--- config.mk ---
export PLATFORM = sky130hd
export DESIGN_NAME = fetch_mem_seq
export DESIGN_NICKNAME = d
export VERILOG_FILES = /design/src/rtl/fetch_mem_seq_pkg.sv /design/src/rtl/fetch_mem_seq_ctrl.sv /design/src/rtl/fetch_mem_seq_regs.sv /design/src/rtl/fetch_mem_seq_bus.sv /design/src/rtl/fetch_mem_seq.sv
export SDC_FILE = /design/constraint.sdc
export NUM_CORES = 1
export LEC_CHECK = 0
export BUFFER_PORTS_ARGS = -buffer_cell sky130_fd_sc_hd__buf_2
export CAP_MARGIN = 20
export CORE_MARGIN = 5
export CORE_UTILIZATION = 35
export DETAILED_ROUTE_END_ITERATION = 8
export GPL_ROUTABILITY_DRIVEN = 0
export RECOVER_POWER = 50
export SLEW_MARGIN = 10
export SYNTH_ARGS = -nofsm -noshare
export SYNTH_HDL_FRONTEND = slang
export SYNTH_SLANG_ARGS = --single-unit
--- constraint.sdc ---
create_clock -name clk -period 1.9 [get_ports clk]
set_input_delay 0 -clock clk [delete_from_list [all_inputs] [get_ports clk]]
set_output_delay 0 -clock clk [all_outputs]
set_load 0.01 [all_outputs]
--- src/rtl/fetch_mem_seq_pkg.sv ---
package fetch_mem_seq_pkg;

  localparam int OPC_W = 4;

  localparam logic [OPC_W-1:0] OP_ADD = 4'h1;
  localparam logic [OPC_W-1:0] OP_LD  = 4'h2;
  localparam logic [OPC_W-1:0] OP_ST  = 4'h3;
  localparam logic [OPC_W-1:0] OP_AND = 4'h5;
  localparam logic [OPC_W-1:0] OP_LDR = 4'h6;
  localparam logic [OPC_W-1:0] OP_STR = 4'h7;
  localparam logic [OPC_W-1:0] OP_NOT = 4'h9;
  localparam logic [OPC_W-1:0] OP_LDI = 4'hA;
  localparam logic [OPC_W-1:0] OP_STI = 4'hB;
  localparam logic [OPC_W-1:0] OP_LEA = 4'hE;

  // bus source indices
  localparam int NDRV    = 5;
  localparam int DRV_PC  = 0;
  localparam int DRV_MDR = 1;
  localparam int DRV_ALU = 2;
  localparam int DRV_EA  = 3;
  localparam int DRV_SRC = 4;

  typedef enum logic [4:0] {
    S_F_MAR, S_F_RD, S_F_CAP, S_F_IR, S_DEC,
    S_EXE, S_LEA, S_EA_MAR,
    S_P_RD, S_P_CAP, S_P_MAR,
    S_D_RD, S_D_CAP, S_WB,
    S_S_DATA, S_S_WR, S_ILL
  } seq_state_t;

  typedef struct packed {
    logic [NDRV-1:0] drive;
    logic mar_ld;
    logic mdr_cap;
    logic mdr_ld_bus;
    logic ir_ld;
    logic pc_inc;
    logic mem_en;
    logic mem_we;
    logic reg_ld;
    logic illegal;
  } seq_ctl_t;

endpackage

--- src/rtl/fetch_mem_seq_ctrl.sv ---
module fetch_mem_seq_ctrl
  import fetch_mem_seq_pkg::*;
(
  input  logic                 clk,
  input  logic                 rst_n,
  input  logic [OPC_W-1:0]     opcode,
  output seq_ctl_t             ctl
);

  seq_state_t st, nxt;

  always_ff @(posedge clk) begin
    if (!rst_n) st <= S_F_MAR;
    else        st <= nxt;
  end

  always_comb begin
    ctl = '0;
    nxt = st;
    unique case (st)
      S_F_MAR:  begin ctl.drive[DRV_PC] = 1'b1; ctl.mar_ld = 1'b1; nxt = S_F_RD; end
      S_F_RD:   begin ctl.mem_en = 1'b1; nxt = S_F_CAP; end
      S_F_CAP:  begin ctl.mdr_cap = 1'b1; nxt = S_F_IR; end
      S_F_IR:   begin
        ctl.drive[DRV_MDR] = 1'b1; ctl.ir_ld = 1'b1; ctl.pc_inc = 1'b1; nxt = S_DEC;
      end
      S_DEC: begin
        unique case (opcode)
          OP_ADD, OP_AND, OP_NOT:                 nxt = S_EXE;
          OP_LEA:                                 nxt = S_LEA;
          OP_LD, OP_LDR, OP_LDI, OP_ST, OP_STR, OP_STI: nxt = S_EA_MAR;
          default:                                nxt = S_ILL;
        endcase
      end
      S_EXE:    begin ctl.drive[DRV_ALU] = 1'b1; ctl.reg_ld = 1'b1; nxt = S_F_MAR; end
      S_LEA:    begin ctl.drive[DRV_EA] = 1'b1; ctl.reg_ld = 1'b1; nxt = S_F_MAR; end
      S_EA_MAR: begin
        ctl.drive[DRV_EA] = 1'b1; ctl.mar_ld = 1'b1;
        if (opcode == OP_LDI || opcode == OP_STI)      nxt = S_P_RD;
        else if (opcode == OP_ST || opcode == OP_STR)  nxt = S_S_DATA;
        else                                           nxt = S_D_RD;
      end
      S_P_RD:   begin ctl.mem_en = 1'b1; nxt = S_P_CAP; end
      S_P_CAP:  begin ctl.mdr_cap = 1'b1; nxt = S_P_MAR; end
      S_P_MAR:  begin
        ctl.drive[DRV_MDR] = 1'b1; ctl.mar_ld = 1'b1;
        nxt = (opcode == OP_STI) ? S_S_DATA : S_D_RD;
      end
      S_D_RD:   begin ctl.mem_en = 1'b1; nxt = S_D_CAP; end
      S_D_CAP:  begin ctl.mdr_cap = 1'b1; nxt = S_WB; end
      S_WB:     begin ctl.drive[DRV_MDR] = 1'b1; ctl.reg_ld = 1'b1; nxt = S_F_MAR; end
      S_S_DATA: begin ctl.drive[DRV_SRC] = 1'b1; ctl.mdr_ld_bus = 1'b1; nxt = S_S_WR; end
      S_S_WR:   begin ctl.mem_en = 1'b1; ctl.mem_we = 1'b1; nxt = S_F_MAR; end
      S_ILL:    begin ctl.illegal = 1'b1; nxt = S_F_MAR; end
      default:  nxt = S_F_MAR;
    endcase
  end

  // one bus source per state
  assert_one_driver_R10: assert property (@(posedge clk) disable iff (!rst_n)
    $onehot0(ctl.drive));

  // a read enable is followed by the data capture
  assert_read_then_capture_R4: assert property (@(posedge clk) disable iff (!rst_n)
    (ctl.mem_en && !ctl.mem_we) |=> ctl.mdr_cap);

  // a write is preceded by loading the data register from the bus
  assert_store_via_register_R6: assert property (@(posedge clk) disable iff (!rst_n)
    ctl.mem_we |-> $past(ctl.mdr_ld_bus));

  // the flag lasts one cycle and is followed by a new fetch
  assert_illegal_refetch_R9: assert property (@(posedge clk) disable iff (!rst_n)
    ctl.illegal |=> (ctl.drive[DRV_PC] && ctl.mar_ld && !ctl.illegal));

endmodule

--- src/rtl/fetch_mem_seq_regs.sv ---
module fetch_mem_seq_regs #(
  parameter int                WORD_W   = 16,
  parameter logic [WORD_W-1:0] RESET_PC = 'h3000
) (
  input  logic              clk,
  input  logic              rst_n,
  input  logic              mar_ld,
  input  logic              mdr_cap,
  input  logic              mdr_ld_bus,
  input  logic              ir_ld,
  input  logic              pc_inc,
  input  logic [WORD_W-1:0] bus,
  input  logic [WORD_W-1:0] mem_rdata,
  output logic [WORD_W-1:0] pc,
  output logic [WORD_W-1:0] mar,
  output logic [WORD_W-1:0] mdr,
  output logic [WORD_W-1:0] ir
);

  always_ff @(posedge clk) begin
    if (!rst_n) begin
      pc  <= RESET_PC;
      mar <= '0;
      mdr <= '0;
      ir  <= '0;
    end else begin
      if (mar_ld)          mar <= bus;
      if (mdr_cap)         mdr <= mem_rdata;
      else if (mdr_ld_bus) mdr <= bus;
      if (ir_ld)           ir  <= bus;
      if (pc_inc)          pc  <= pc + 1'b1;
    end
  end

  // loading the instruction advances the PC by one
  assert_fetch_advances_pc_R2: assert property (@(posedge clk) disable iff (!rst_n)
    ir_ld |=> (pc == $past(pc) + 1'b1));

endmodule

--- src/rtl/fetch_mem_seq_bus.sv ---
module fetch_mem_seq_bus #(
  parameter int WORD_W = 16,
  parameter int NSRC   = 5
) (
  input  logic [NSRC-1:0]             sel,
  input  logic [NSRC-1:0][WORD_W-1:0] src,
  output logic [WORD_W-1:0]           bus
);

  logic [NSRC-1:0][WORD_W-1:0] gated;

  for (genvar g = 0; g < NSRC; g++) begin : g_gate
    assign gated[g] = sel[g] ? src[g] : '0;
  end

  always_comb begin
    bus = '0;
    for (int i = 0; i < NSRC; i++) bus = bus | gated[i];
  end

endmodule

--- src/rtl/fetch_mem_seq.sv ---
module fetch_mem_seq
  import fetch_mem_seq_pkg::*;
#(
  parameter int                WORD_W   = 16,
  parameter logic [WORD_W-1:0] RESET_PC = 'h3000
) (
  input  logic              clk,
  input  logic              rst_n,
  output logic              mem_en,
  output logic              mem_we,
  output logic [WORD_W-1:0] mem_addr,
  output logic [WORD_W-1:0] mem_wdata,
  input  logic [WORD_W-1:0] mem_rdata,
  input  logic [WORD_W-1:0] ea_in,
  input  logic [WORD_W-1:0] alu_in,
  input  logic [WORD_W-1:0] src_in,
  output logic [WORD_W-1:0] pc,
  output logic [WORD_W-1:0] ir,
  output logic [WORD_W-1:0] bus_out,
  output logic              reg_ld,
  output logic              illegal
);

  localparam int OPC_LSB = WORD_W - OPC_W;

  seq_ctl_t                    ctl;
  logic [WORD_W-1:0]           mar, mdr;
  logic [NDRV-1:0][WORD_W-1:0] srcs;

  fetch_mem_seq_ctrl u_ctrl (
    .clk    (clk),
    .rst_n  (rst_n),
    .opcode (ir[WORD_W-1:OPC_LSB]),
    .ctl    (ctl)
  );

  fetch_mem_seq_regs #(.WORD_W(WORD_W), .RESET_PC(RESET_PC)) u_regs (
    .clk        (clk),
    .rst_n      (rst_n),
    .mar_ld     (ctl.mar_ld),
    .mdr_cap    (ctl.mdr_cap),
    .mdr_ld_bus (ctl.mdr_ld_bus),
    .ir_ld      (ctl.ir_ld),
    .pc_inc     (ctl.pc_inc),
    .bus        (bus_out),
    .mem_rdata  (mem_rdata),
    .pc         (pc),
    .mar        (mar),
    .mdr        (mdr),
    .ir         (ir)
  );

  assign srcs[DRV_PC]  = pc;
  assign srcs[DRV_MDR] = mdr;
  assign srcs[DRV_ALU] = alu_in;
  assign srcs[DRV_EA]  = ea_in;
  assign srcs[DRV_SRC] = src_in;

  fetch_mem_seq_bus #(.WORD_W(WORD_W), .NSRC(NDRV)) u_bus (
    .sel (ctl.drive),
    .src (srcs),
    .bus (bus_out)
  );

  assign mem_en    = ctl.mem_en;
  assign mem_we    = ctl.mem_we;
  assign mem_addr  = mar;
  assign mem_wdata = mdr;
  assign reg_ld    = ctl.reg_ld;
  assign illegal   = ctl.illegal;

endmodule

==> results of run 1 <==
logic make-up after synthesis:
| family | synth area share |
|---|---|
| adders and majority gates | 0.00328 |
| buffers and inverters | 0.0676 |
| AOI/OAI and AO/OA | 0.189 |
| muxes | 0.0315 |
| xor gates and xnor gates | 0.0368 |
| DFF | 0.383 |
| and+or+nand+nor | 0.289 |
power breakdown:
part           total, mW  internal [mW]  switching [mW]  leakage [nW]
Clock               1.41          0.751           0.655         0.110
Sequential          1.66           1.60          0.0585         0.595
Combinational      0.971          0.465           0.506          1.91
Total               4.03           2.81            1.22          2.62
per-stage QoR:
step | TNS [ns] | hold WS [ns] | instances | area [sq um]
floorplan | 0 | 0.143 | 462 | 3810
global placement | -0.152 | 0.244 | 760 | 4950
detailed placement | -0.487 | 0.249 | 760 | 4950
CTS | -0.570 | 0.00217 | 814 | 5940
global route | -5.86 | 0.0264 | 829 | 6360
finish | -3.82 | 0.0109 | 830 | 6360
registers in the layout, summed over array words and instances (netlist names), named ones only:
signal	cells
u_regs.ir	16
u_regs.mar	16
u_regs.pc	16
u_regs.mdr	16
u_ctrl.st	5
path summary, 6_finish.rpt:
path | slack, ns | endpoint | depth (start not counted)
setup / recovery | -0.15 | u_regs.mar[10]$_SDFFE_PN0P_ | 6
setup reg to reg | -0.15 | u_regs.mar[10]$_SDFFE_PN0P_ | 6
hold reg to reg | 0.50 | u_regs.mar[12]$_SDFFE_PN0P_ | 2
hold / removal | 0.01 | u_regs.mdr[3]$_SDFFE_PN0P_ | 3
layer usage:
| metal | part of all wire | vias up | track usage |
|---|---|---|---|
| li1 | - | 2120 | - |
| met4 | 0.046 | 0 | 0.107 |
| met1 | 0.39 | 2189 | 0.297 |
| met5 | 0 | - | 0 |
| met2 | 0.47 | 252 | 0.375 |
| met3 | 0.094 | 41 | 0.0587 |
repair_timing:
action / 4_1_cts / 5_1_grt
pin swaps: 17 / 29
resized for setup: 63 / 61
hold endpoints to repair: 18 / 0
hold buffers: 16 / 0
buffers inserted: 22 / 12
gates cloned: 1 / 6
endpoints found under the setup margin: 49 / 69
critical path: stages, from the launching register on:
cell       delay, ns
dfxtp_4         0.37
buf_4           0.17
or4_4           0.59
a21oi_4         0.32
clkbuf_16       0.22
mux2i_1         0.19
nor2_1          0.06
cell type report:
| cell class | instances | area (sq um) |
|---|---|---|
| multi-input cells | 329 | 2640 |
| repair buffers | 246 | 1740 |
| inverters | 25 | 93.8 |
| clock buffers | 9 | 124 |
| fillers | 958 | 4390 |
| well taps | 140 | 175 |
| clock inverters | 7 | 103 |
| flip-flops and latches | 73 | 1480 |
| diodes | 1 | 2.50 |
cells in the final DEF, fill, tap and decap left out, types with 12 or more instances in the layout:
cell type	n
buf_2	83
dfxtp_1	68
nor2_1	64
clkbuf_1	55
buf_4	48
nand2_1	44
nand3_1	32
buf_6	32
inv_1	22
dlygate4sd3_1	16
o2111ai_4	12
nor3_1	12
a31oi_1	12
mux2i_1	12
==> impl_metrics.yaml, run 1 <==
status:
  status: "finished, violations left"
  violations: "negative setup slack"
critical_path:
  worstReg2RegStart: "u_ctrl.st[1]$_SDFF_PN0_"
  critPathRequiredTime_ns: 2.13
  worstSetupPathType: "reg2reg"
  start_kind: "flop"
  cp_max_fo: 10
  crit_arrival_ns: 2.28
  critPathCaptureType: "flop"
  crit_start: "u_ctrl.st[1]$_SDFF_PN0_"
logic_synthesis:
  synthTopCellsByArea: "dfxtp_1, nor2_1, nand2_1, nand3_1, o2111ai_2"
  synth_area_sq_um: 3810
  ys.flop_type: "dfxtp_1"
  synth_cells: 462
  synth-seq-cells: 73
  synth_edf_count: 0
  synth.distinct_cells: 62
  async_flop_share: 0
  syn_nets: 529
  synth_largest_area_cell: "dfxtp_1"
  syn_avg_cell_area_sq_um: 8.25
  yosysTopAreaCellShare: 0.383
  yosysMostFrequentCell: "dfxtp_1"
  ys_top_cells_by_count: "dfxtp_1, nor2_1, nand2_1, nand3_1, inv_1"
  ys_warn_count: 0
  synth-seq-area-share: 0.383
place:
  io_buffers: 149
  place_ws_ns: -0.0562
  dp_hpwl_mm: 11.1
clock_network:
  cts_inserted_buffers: 9
  tritoncts: "yes"
  ctsHtreeMaxLevel: 3
  max-clock-path-buffers: 2
  clk_latency_ns: 0.36
  cts_num_sinks: 73
  cts-root-buf: "clkbuf_8"
  path_clk_slew_ns: 0.09
floorplanning:
  ios: 150
  die_y_um: 114
  dieArea_sq_um: 13100
  die_x_um: 114
  initial_core_util: 0.355
  core-area_sq_um: 10700
  core.rowCount: 38
grt:
  grt_usage: 0.234
  grt_max_degree: 60
  grt_pass1_vias: 4491
  grt_pass1_wl_mm: 23.9
  antenna_found_initial: 0
  gr-total-overflow: 0
drt:
  drtIter0Drc: 302
  wl_per_cell_um: 19.9
  drtPass1Iterations: 5
  ant_nets: 0
  detailroute.via_count: 4602
  postRouteWirelength_mm: 16.5
  vias_per_cell: 5.54
  drc: 0
hold_path:
  hp-start: "src_in[3]"
  hp-class: "in2reg"
sta:
  setup_ws_ns: -0.154
  finalClockSkew_ns: 0.0141
  drv_slew: 0
  period_share: 1.08
  min_period_ns: 2.05
  rsz0062_at_grt: "true"
  fmax_ghz: 0.487
  slew-limit-headroom: 0.541
  worstMarginPinSlew_ns: 0.689
  final_hold_viol_count: 0
  setup_viol: 38
power:
  finalPower_mw: 4.03
  p_leak_nw: 2.62
  irDropWorstVdd_mv: 0.422
  p_per_area_nw_per_um2: 634
flow_run:
  drv_cap: 0
cells_and_area:
  final_layout_size_suffix_gt1_frac: 0.383
  fin_nets: 751
  post-route-util: 0.592
  area_growth_pct: 66.9
No activity file was read; power rests on OpenSTA's default activity.
==> run 2: changes to the inputs <==
--- a/config.mk
+++ b/config.mk
@@ -7,7 +7,7 @@
 export LEC_CHECK = 0
 export BUFFER_PORTS_ARGS = -buffer_cell sky130_fd_sc_hd__buf_2
 export CAP_MARGIN = 20
-export CORE_MARGIN = 5
+export CORE_MARGIN = 4
 export CORE_UTILIZATION = 35
 export DETAILED_ROUTE_END_ITERATION = 8
 export GPL_ROUTABILITY_DRIVEN = 0
==> impl_metrics.yaml, run 2 (synthesis gave the netlist of run 1 again) <==
status:
  status: "finished, violations left"
  violations: "negative setup slack"
drt:
  detailroute.via_count: 4548
  ant_nets: 0
  vias_per_cell: 5.50
  drtIter0Drc: 338
  wl_per_cell_um: 19.4
  postRouteWirelength_mm: 16.1
  drc: 0
  drtPass1Iterations: 5
critical_path:
  crit_buf_inv: 4
  critPathSlowestCell: "dfxtp_4"
  worst-path-stages: 7
  crit_chain: "buf_6 > nor4_4 > buf_4 > buf_4 > a32oi_2 > o2111ai_4 > buf_6"
  worstSetupPathType: "reg2out"
  start_kind: "flop"
  crit_arrival_ns: 2.01
  critical-path-max-stage-delay_ns: 0.39
  crit_family: "buffers and inverters"
  critPathCaptureType: "primary output"
  cp_max_fo: 7
  rr_worst_depth: 7
  critPathRequiredTime_ns: 1.90
clock_network:
  cts-root-buf: "clkbuf_8"
  path_clk_slew_ns: 0.08
  cts_inserted_buffers: 9
  clk_latency_ns: 0.36
  cts_num_sinks: 73
  tritoncts: "yes"
  max-clock-path-buffers: 2
  ctsHtreeMaxLevel: 3
cells_and_area:
  fin_nets: 755
  final_layout_size_suffix_gt1_frac: 0.382
  multi_input_area_sq_um: 2660
  area_growth_pct: 63.9
  regArea_sq_um: 1480
  nFillCells: 934
  antennaDiodeCount: 0
  layout_common_cells: "buf_2, dfxtp_1, nor2_1, buf_4, clkbuf_1"
  mostFrequentLayoutCell: "buf_2"
  layout.cells.non_filler: 827
hold_path:
  worstHoldPathCells: 3
  hp-class: "in2reg"
floorplanning:
  dieArea_sq_um: 12600
  initial_core_util: 0.364
  core-area_sq_um: 10500
  ios: 150
  core.rowCount: 37
  die_x_um: 112
  die_y_um: 112
grt:
  antenna_found_initial: 0
  grt_usage: 0.238
  grt_pass1_vias: 4561
  grt_max_degree: 60
  gr-total-overflow: 0
  grt_pass1_wl_mm: 23.8
power:
  p_seq_frac: 0.431
  p_comb_frac: 0.235
  netSwitchingFraction: 0.296
  p_per_area_nw_per_um2: 618
  pwr-share-clk: 0.334
  p_leak_nw: 2.53
  intPower_mw: 2.72
  p_sw_mw: 1.14
  irDropWorstVdd_mv: 0.365
  finalPower_mw: 3.86
place:
  dp_hpwl_mm: 10.9
  place_ws_ns: -0.147
  io_buffers: 149
  dp_cells: 761
flow_run:
  drv_cap: 0
sta:
  setup_viol: 27
  setup_ws_ns: -0.108
  period_share: 1.06
  worstMarginPinSlew_ns: 0.681
  tns_ns: -0.959
  slew-limit-headroom: 0.546
  hold-worst-slack_ns: 0.0196
  min_period_ns: 2.01
  final_hold_viol_count: 0
  fmax_ghz: 0.498
  drv_slew: 0
  finalClockSkew_ns: 0.00887
  rsz0062_at_grt: "true"
run 2: area by class of cell:
cell class,count,share of cell area
tap,136,0.0272
timing repair buffer,250,0.262
clock buffer,12,0.0264
inverter,25,0.0150
sequential,73,0.237
multi-input combinational,329,0.426
clock inverter,2,0.00601
run 2: power by group through the flow:
stage	Clock, mW	Combinational (mW)	Sequential [mW]
detailed placement	0	0.681	1.70
global route	1.38	0.964	1.67
global placement	0	0.674	1.69
CTS	1.31	0.802	1.66
floorplan	0	0.345	1.70
finish	1.29	0.906	1.66
run 2: worst paths after layout:
check                                             start                         end  slack (ns)
worst max-delay path            u_ctrl.st[0]$_SDFF_PN0_                 bus_out[11]       -0.11
worst min-delay path                          src_in[2]  u_regs.mdr[2]$_SDFFE_PN0P_        0.02
worst max register to register  u_ctrl.st[0]$_SDFF_PN0_  u_regs.mar[5]$_SDFFE_PN0P_       -0.05
worst min register to register                     flop     u_ctrl.st[4]$_SDFF_PN0_        0.48
run 2: per-layer routing:
metal	vias up	part of all wire	track usage	routed length, um
li1	2122	-	-	-
met1	2193	0.41	0.290	6530
met5	-	0	0	0
met3	36	0.071	0.0577	1140
met4	0	0.031	0.101	505
met2	197	0.49	0.402	7890
run 2: repair_timing:
action	in CTS	in global routing
setup buffers	15	12
cloned	1	3
gates resized for setup	71	57
endpoints found under the setup margin	59	61
hold buffers	22	0
hold endpoints to repair	19	0
pin swaps	15	19
run 2: metrics by stage:
| stage | util | area (sq um) |
|---|---|---|
| floorplan | - | 3810 |
| global route | 0.597 | 6250 |
| CTS | 0.567 | 5930 |
| finish | 0.597 | 6250 |
| global placement | 0.474 | 4960 |
| detailed placement | 0.474 | 4960 |
run 2: worst min-delay path: stages:
cell and delay [ns]:
buf_2 0.10, nand3_1 0.14, a31oi_1 0.09
